===== src/rtl/fxu_pkg.sv =====
package fxu_pkg;

    typedef enum logic [4:0] {
        OP_ADD     = 5'd0,
        OP_SUBF    = 5'd1,
        OP_ADDI    = 5'd2,
        OP_ADDIS   = 5'd3,
        OP_ADDPCIS = 5'd4,
        OP_ADDIC   = 5'd5,
        OP_SUBFIC  = 5'd6,
        OP_ADDC    = 5'd7,
        OP_SUBFC   = 5'd8,
        OP_ADDE    = 5'd9,
        OP_SUBFE   = 5'd10,
        OP_ADDME   = 5'd11,
        OP_SUBFME  = 5'd12,
        OP_ADDZE   = 5'd13,
        OP_SUBFZE  = 5'd14,
        OP_ADDEX   = 5'd15,
        OP_NEG     = 5'd16
    } fxu_op_e;

    // operations whose carry-out lands in the stored carry bit
    function automatic logic op_writes_ca(fxu_op_e op);
        case (op)
            OP_ADDIC, OP_SUBFIC, OP_ADDC, OP_SUBFC, OP_ADDE, OP_SUBFE,
            OP_ADDME, OP_SUBFME, OP_ADDZE, OP_SUBFZE: return 1'b1;
            default: return 1'b0;
        endcase
    endfunction

    // operations for which the OE bit records signed overflow
    function automatic logic op_honours_oe(fxu_op_e op);
        case (op)
            OP_ADD, OP_SUBF, OP_ADDC, OP_SUBFC, OP_ADDE, OP_SUBFE,
            OP_ADDME, OP_SUBFME, OP_ADDZE, OP_SUBFZE, OP_NEG: return 1'b1;
            default: return 1'b0;
        endcase
    endfunction

endpackage


===== src/rtl/fxu_operand_sel.sv =====
module fxu_operand_sel
    import fxu_pkg::*;
#(
    parameter int XLEN  = 64,
    parameter int IMM_W = 16
) (
    input  fxu_op_e            op,
    input  logic               ra_zero,
    input  logic [XLEN-1:0]    ra,
    input  logic [XLEN-1:0]    rb,
    input  logic [IMM_W-1:0]   imm,
    input  logic [XLEN-1:0]    nia,
    input  logic               ca,
    input  logic               ov,
    output logic [XLEN-1:0]    opa,
    output logic [XLEN-1:0]    opb,
    output logic               cin
);
    localparam int LO_EXT = XLEN - IMM_W;
    localparam int HI_EXT = XLEN - 2 * IMM_W;

    logic [XLEN-1:0] imm_lo;
    logic [XLEN-1:0] imm_hi;
    logic [XLEN-1:0] ra_or_zero;
    logic [XLEN-1:0] ra_inv;

    assign imm_lo     = {{LO_EXT{imm[IMM_W-1]}}, imm};
    assign imm_hi     = {{HI_EXT{imm[IMM_W-1]}}, imm, {IMM_W{1'b0}}};
    assign ra_or_zero = ra_zero ? '0 : ra;
    assign ra_inv     = ~ra;

    always_comb begin
        opa = ra;
        opb = rb;
        cin = 1'b0;
        case (op)
            OP_ADD:     begin opa = ra;         opb = rb;      cin = 1'b0; end
            OP_SUBF:    begin opa = ra_inv;     opb = rb;      cin = 1'b1; end
            OP_ADDI:    begin opa = ra_or_zero; opb = imm_lo;  cin = 1'b0; end
            OP_ADDIS:   begin opa = ra_or_zero; opb = imm_hi;  cin = 1'b0; end
            OP_ADDPCIS: begin opa = nia;        opb = imm_hi;  cin = 1'b0; end
            OP_ADDIC:   begin opa = ra;         opb = imm_lo;  cin = 1'b0; end
            OP_SUBFIC:  begin opa = ra_inv;     opb = imm_lo;  cin = 1'b1; end
            OP_ADDC:    begin opa = ra;         opb = rb;      cin = 1'b0; end
            OP_SUBFC:   begin opa = ra_inv;     opb = rb;      cin = 1'b1; end
            OP_ADDE:    begin opa = ra;         opb = rb;      cin = ca;   end
            OP_SUBFE:   begin opa = ra_inv;     opb = rb;      cin = ca;   end
            OP_ADDME:   begin opa = ra;         opb = '1;      cin = ca;   end
            OP_SUBFME:  begin opa = ra_inv;     opb = '1;      cin = ca;   end
            OP_ADDZE:   begin opa = ra;         opb = '0;      cin = ca;   end
            OP_SUBFZE:  begin opa = ra_inv;     opb = '0;      cin = ca;   end
            OP_ADDEX:   begin opa = ra;         opb = rb;      cin = ov;   end
            OP_NEG:     begin opa = ra_inv;     opb = '0;      cin = 1'b1; end
            default:    begin opa = ra;         opb = rb;      cin = 1'b0; end
        endcase
    end

endmodule


===== src/rtl/fxu_csel_adder.sv =====
module fxu_csel_adder #(
    parameter int XLEN  = 64,
    parameter int BLK_W = 16
) (
    input  logic [XLEN-1:0] opa,
    input  logic [XLEN-1:0] opb,
    input  logic            cin,
    output logic [XLEN-1:0] sum,
    output logic            cout,
    output logic            ovf,
    output logic [2:0]      sgn_code
);
    localparam int NBLK = XLEN / BLK_W;

    logic [NBLK:0] carry;
    assign carry[0] = cin;

    for (genvar gi = 0; gi < NBLK; gi++) begin : g_blk
        logic [BLK_W:0] s_c0;
        logic [BLK_W:0] s_c1;
        assign s_c0 = {1'b0, opa[gi*BLK_W +: BLK_W]} + {1'b0, opb[gi*BLK_W +: BLK_W]};
        assign s_c1 = s_c0 + (BLK_W+1)'(1);
        assign sum[gi*BLK_W +: BLK_W] = carry[gi] ? s_c1[BLK_W-1:0] : s_c0[BLK_W-1:0];
        assign carry[gi+1]            = carry[gi] ? s_c1[BLK_W]     : s_c0[BLK_W];
    end

    logic is_zero;
    logic is_neg;

    assign cout     = carry[NBLK];
    assign ovf      = (opa[XLEN-1] == opb[XLEN-1]) && (sum[XLEN-1] != opa[XLEN-1]);
    assign is_zero  = (sum == '0);
    assign is_neg   = sum[XLEN-1];
    assign sgn_code = {is_neg, !is_neg && !is_zero, is_zero};

endmodule


===== src/rtl/fxu_addsub.sv =====
module fxu_addsub
    import fxu_pkg::*;
#(
    parameter int XLEN  = 64,
    parameter int IMM_W = 16,
    parameter int BLK_W = 16
) (
    input  logic               clk,
    input  logic               rst_n,
    input  logic               in_valid,
    input  logic [4:0]         in_op,
    input  logic               in_oe,
    input  logic               in_rc,
    input  logic               in_ra_zero,
    input  logic [XLEN-1:0]    in_ra,
    input  logic [XLEN-1:0]    in_rb,
    input  logic [IMM_W-1:0]   in_imm,
    input  logic [XLEN-1:0]    in_nia,
    output logic               out_valid,
    output logic [XLEN-1:0]    out_result,
    output logic               out_carry,
    output logic               out_ovf,
    output logic [2:0]         out_cr,
    output logic               out_ov_wr,
    output logic               ca_q,
    output logic               ov_q
);
    typedef struct packed {
        logic            vld;
        logic [XLEN-1:0] res;
        logic            carry;
        logic            ovf;
        logic [2:0]      cr;
        logic            ov_wr;
        logic            ca;
        logic            ov;
    } fxu_state_t;

    fxu_state_t st_d, st_q;
    fxu_op_e    op;

    logic [XLEN-1:0] opa, opb, sum;
    logic            cin, cout, ovf;
    logic [2:0]      sgn_code;

    assign op = fxu_op_e'(in_op);

    fxu_operand_sel #(.XLEN(XLEN), .IMM_W(IMM_W)) u_sel (
        .op      (op),
        .ra_zero (in_ra_zero),
        .ra      (in_ra),
        .rb      (in_rb),
        .imm     (in_imm),
        .nia     (in_nia),
        .ca      (st_q.ca),
        .ov      (st_q.ov),
        .opa     (opa),
        .opb     (opb),
        .cin     (cin)
    );

    fxu_csel_adder #(.XLEN(XLEN), .BLK_W(BLK_W)) u_add (
        .opa      (opa),
        .opb      (opb),
        .cin      (cin),
        .sum      (sum),
        .cout     (cout),
        .ovf      (ovf),
        .sgn_code (sgn_code)
    );

    always_comb begin
        st_d       = st_q;
        st_d.vld   = in_valid;
        st_d.ov_wr = 1'b0;
        if (in_valid) begin
            st_d.res   = sum;
            st_d.carry = cout;
            st_d.ovf   = ovf;
            st_d.cr    = in_rc ? sgn_code : 3'b000;
            st_d.ov_wr = in_oe && op_honours_oe(op);
            if (op_writes_ca(op)) begin
                st_d.ca = cout;
            end
            if (op == OP_ADDEX) begin
                st_d.ov = cout;
            end else if (in_oe && op_honours_oe(op)) begin
                st_d.ov = ovf;
            end
        end
    end

    always_ff @(posedge clk) begin
        if (!rst_n) begin
            st_q <= '0;
        end else begin
            st_q <= st_d;
        end
    end

    assign out_valid  = st_q.vld;
    assign out_result = st_q.res;
    assign out_carry  = st_q.carry;
    assign out_ovf    = st_q.ovf;
    assign out_cr     = st_q.cr;
    assign out_ov_wr  = st_q.ov_wr;
    assign ca_q       = st_q.ca;
    assign ov_q       = st_q.ov;

endmodule


===== config.mk =====
export PLATFORM = sky130hd
export DESIGN_NAME = fxu_addsub
export DESIGN_NICKNAME = d
export VERILOG_FILES = /design/src/rtl/fxu_pkg.sv /design/src/rtl/fxu_operand_sel.sv /design/src/rtl/fxu_csel_adder.sv /design/src/rtl/fxu_addsub.sv
export SDC_FILE = /design/constraint.sdc
export NUM_CORES = 1
export LEC_CHECK = 0
export ABC_AREA = 0
export BUFFER_PORTS_ARGS = -buffer_cell sky130_fd_sc_hd__buf_4
export CORE_AREA = 2 2 135 137
export CTS_CLUSTER_SIZE = 10
export DETAILED_ROUTE_END_ITERATION = 10
export DIE_AREA = 0 0 137 139
export GPL_TIMING_DRIVEN = 1
export PLACE_DENSITY = 0.91
export SLEW_MARGIN = 20
export SYNTH_ARGS = -nofsm -noshare
export SYNTH_HDL_FRONTEND = slang
export SYNTH_SLANG_ARGS = --single-unit

===== constraint.sdc =====
create_clock -name clk -period 12.08 [get_ports clk]
set_input_delay 1.812 -clock clk [delete_from_list [all_inputs] [get_ports clk]]
set_output_delay 1.812 -clock clk [all_outputs]
set_load 0.02 [all_outputs]

==> flow_metrics.tcl <==
set metrics [dict create \
    crit_required_ns 12.30 \
    overflow 0 \
    cts_resized 0 \
    cts_tree "built" \
    grt_antenna_before_repair 0 \
    synth_top_flop_cell "dfxtp_1" \
    diodes 0 \
    status "completed" \
    cts_root_buffer "clkbuf_16" \
    path_buf_inv 2 \
    final_common_cell "buf_4" \
    crit_path_end_kind "flip-flop" \
    cts.sinks 73 \
    drive_gt1_share_pct 23.04 \
    timing.hold.ws_ns 0.4732 \
    clk_latency_ns 0.34 \
    cts_hold_buffers 0 \
    synth_area_um2 10230 \
    grt_max_degree 109 \
    synth_cells 1390 \
    yosys_register_bits 73 \
    path_max_fanout 17 \
    nFillCells 1477 \
    place.gp.congestion 1.017 \
    rsz0062_at_grt "no" \
    grt_pass1_vias 11270 \
    die_h_um 139 \
    worst_pin_slew_ns 0.8213 \
    path_cells "buf_4, nor2_1, nand3_1, o21ai_1, buf_4, a21boi_2, a21oi_1, ha_1, fa_1, a211o_1, a211o_2, a41oi_1, xnor2_1, nand3_1, nor4b_2, nand4_1, and4_1, or3_1, and2_1, a211o_1, a2111oi_4, nand4_1, a32o_1" \
    cts.path.max_buffers 2 \
    synth-warning-count 0 \
    clk_pin_slew_ns 0.06 \
    wl_per_cell_um 19.50 \
    cp_slowest_stage_delay_ns 0.56 \
    rows 49 \
    die_w_um 137 \
    skew_ns 0.01162 \
    start_util_pct 57.96 \
    finalCriticalPeriod_ns 8.711 \
    drt-pass1-iter-count 5 \
    grt_first_pass_wirelength_um 56060 \
    final_area_um2 12890 \
    post_cts_buffers 0 \
    drt.antenna.violating_nets 0 \
    placed_cell_area_um2 12520 \
    drc 0 \
    p_per_area_nw_per_um2 134.6 \
    min_period_over_period_pct 72.11 \
    area_growth_pct 25.90 \
    dp_cells 1844 \
    seq_area_frac_synth_pct 14.28 \
    htree_levels 3 \
    final_cell_mix "buf_4 (305), nor2_1 (226), nand2_1 (100), a21oi_1 (90), dfxtp_1 (73)" \
    hold_class "flip-flop to flip-flop" \
    core_um2 17660 \
    crit_slowest_cell "a21boi_2" \
    layoutNonFillerInstCount 1861 \
    cts_buffers 9 \
    dpl.hpwl_um 28480 \
    power.leakage_nw 5.555 \
    slew_violations 0 \
    regArea_um2 1461 \
    tns_ns 0 \
    drt-total-wl_um 36290 \
    die_area_um2 19040 \
    cp-start-kind "input port" \
    async_reset_ff_share_pct 0 \
    fmax_ghz 0.1148 \
    layout.nets 1918 \
    crit_family "simple AND/OR/NAND/NOR gates" \
    synth.distinct_cells 100 \
    slew_headroom_pct 43.83 \
    via_per_inst 6.480 \
    maxCapViolCount 0 \
    critPathArrivalTime_ns 8.94 \
    synth.avg_cell_area_um2 7.363 \
    crit_type "input port to flip-flop" \
    route.vias.total 12060 \
    setup_viol 0 \
    hold_viol_final 0 \
    drtIter0Drc 1017 \
    synth_nets 1681 \
    synth_edf_count 0 \
    io_pins 292 \
    multi_input_area_um2 8427 \
    ir_drop_v 0.00009448 \
    grt_usage_pct 36.26 \
    io_buffers 291 \
]
sequential cells by signal, summed over array words and instances (netlist names):
| signal | count |
|---|---|
| ca_q | 1 |
| out_carry | 1 |
| out_cr | 3 |
| out_ov_wr | 1 |
| out_ovf | 1 |
| out_result | 64 |
| out_valid | 1 |
| ov_q | 1 |
synth_stat cells, types with 26 or more instances:
cell type	instances	area (um2)
nand3_1	26	130.1
nand2_1	100	375.4
o21a_1	30	225.2
nor3_1	51	255.2
clkbuf_1	67	251.5
xor2_1	40	350.3
a221o_1	65	650.6
a211oi_1	49	367.9
a21oi_1	92	460.4
dfxtp_1	73	1461
o21ai_0	35	175.2
xnor2_1	64	560.5
ha_1	68	850.8
nor2_1	226	848.3
a21o_1	36	270.3
layout make-up:
class,count,area share (%)
Clock buffer,11,1.961
Clock inverter,5,0.6020
Inverter,17,0.4952
Multi-Input combinational cell,1220,65.39
Sequential cell,73,11.34
Tap cell,229,2.224
Timing Repair Buffer,306,17.98
report_power, final:
part / internal (W) / switching, W
combinational: 0.000456 / 0.000680
sequential: 0.000277 / 0.0000223
clock: 0.000191 / 0.000108
worst min-delay path, cell delays in order (launching register included):
cell     delay [ns]
dfxtp_1        0.31
nand2_1        0.06
a21oi_1        0.05
cell families (layout without fill, tap and decap cells):
kind of cell | Yosys count | in the layout | share of synthesized area [%]
mux | 19 | 19 | 1.870
xor+xnor | 105 | 105 | 9.169
compound gates | 456 | 456 | 34.27
buf+inv | 97 | 339 | 3.875
simple gates | 568 | 568 | 27.45
flops | 73 | 73 | 14.28
fa+ha+maj | 72 | 72 | 9.095
final timing paths:
check	from	endpoint	slack, ns	cells past startpoint
max	in_op[3]	out_cr[1]	3.37	23
min	out_ovf	out_ovf	0.47	2
max reg2reg	ca_q	out_cr[1]	7.32	14
min reg2reg	out_ovf	out_ovf	0.47	2
routing by layer:
metal	wire length (um)	vias up	GRT usage (%)	share of wire [%]
li1	-	5765	-	-
met1	15080	5548	47.90	42
met2	16310	634	58.00	45
met3	3482	113	6.360	9.6
met4	1414	0	14.76	3.9
met5	0	-	0	0
metrics by stage:
stage	total power [W]	util [%]	setup slack [ns]
final	0.001734	72.98	3.369
after global placement	0.001384	70.93	3.211
after CTS	0.001707	72.80	3.164
after global routing	0.001839	72.98	2.853
after floorplan	0.001093	-	4.073
after detailed placement	0.001406	70.93	2.861
Power figures use the tool's default switching activity.
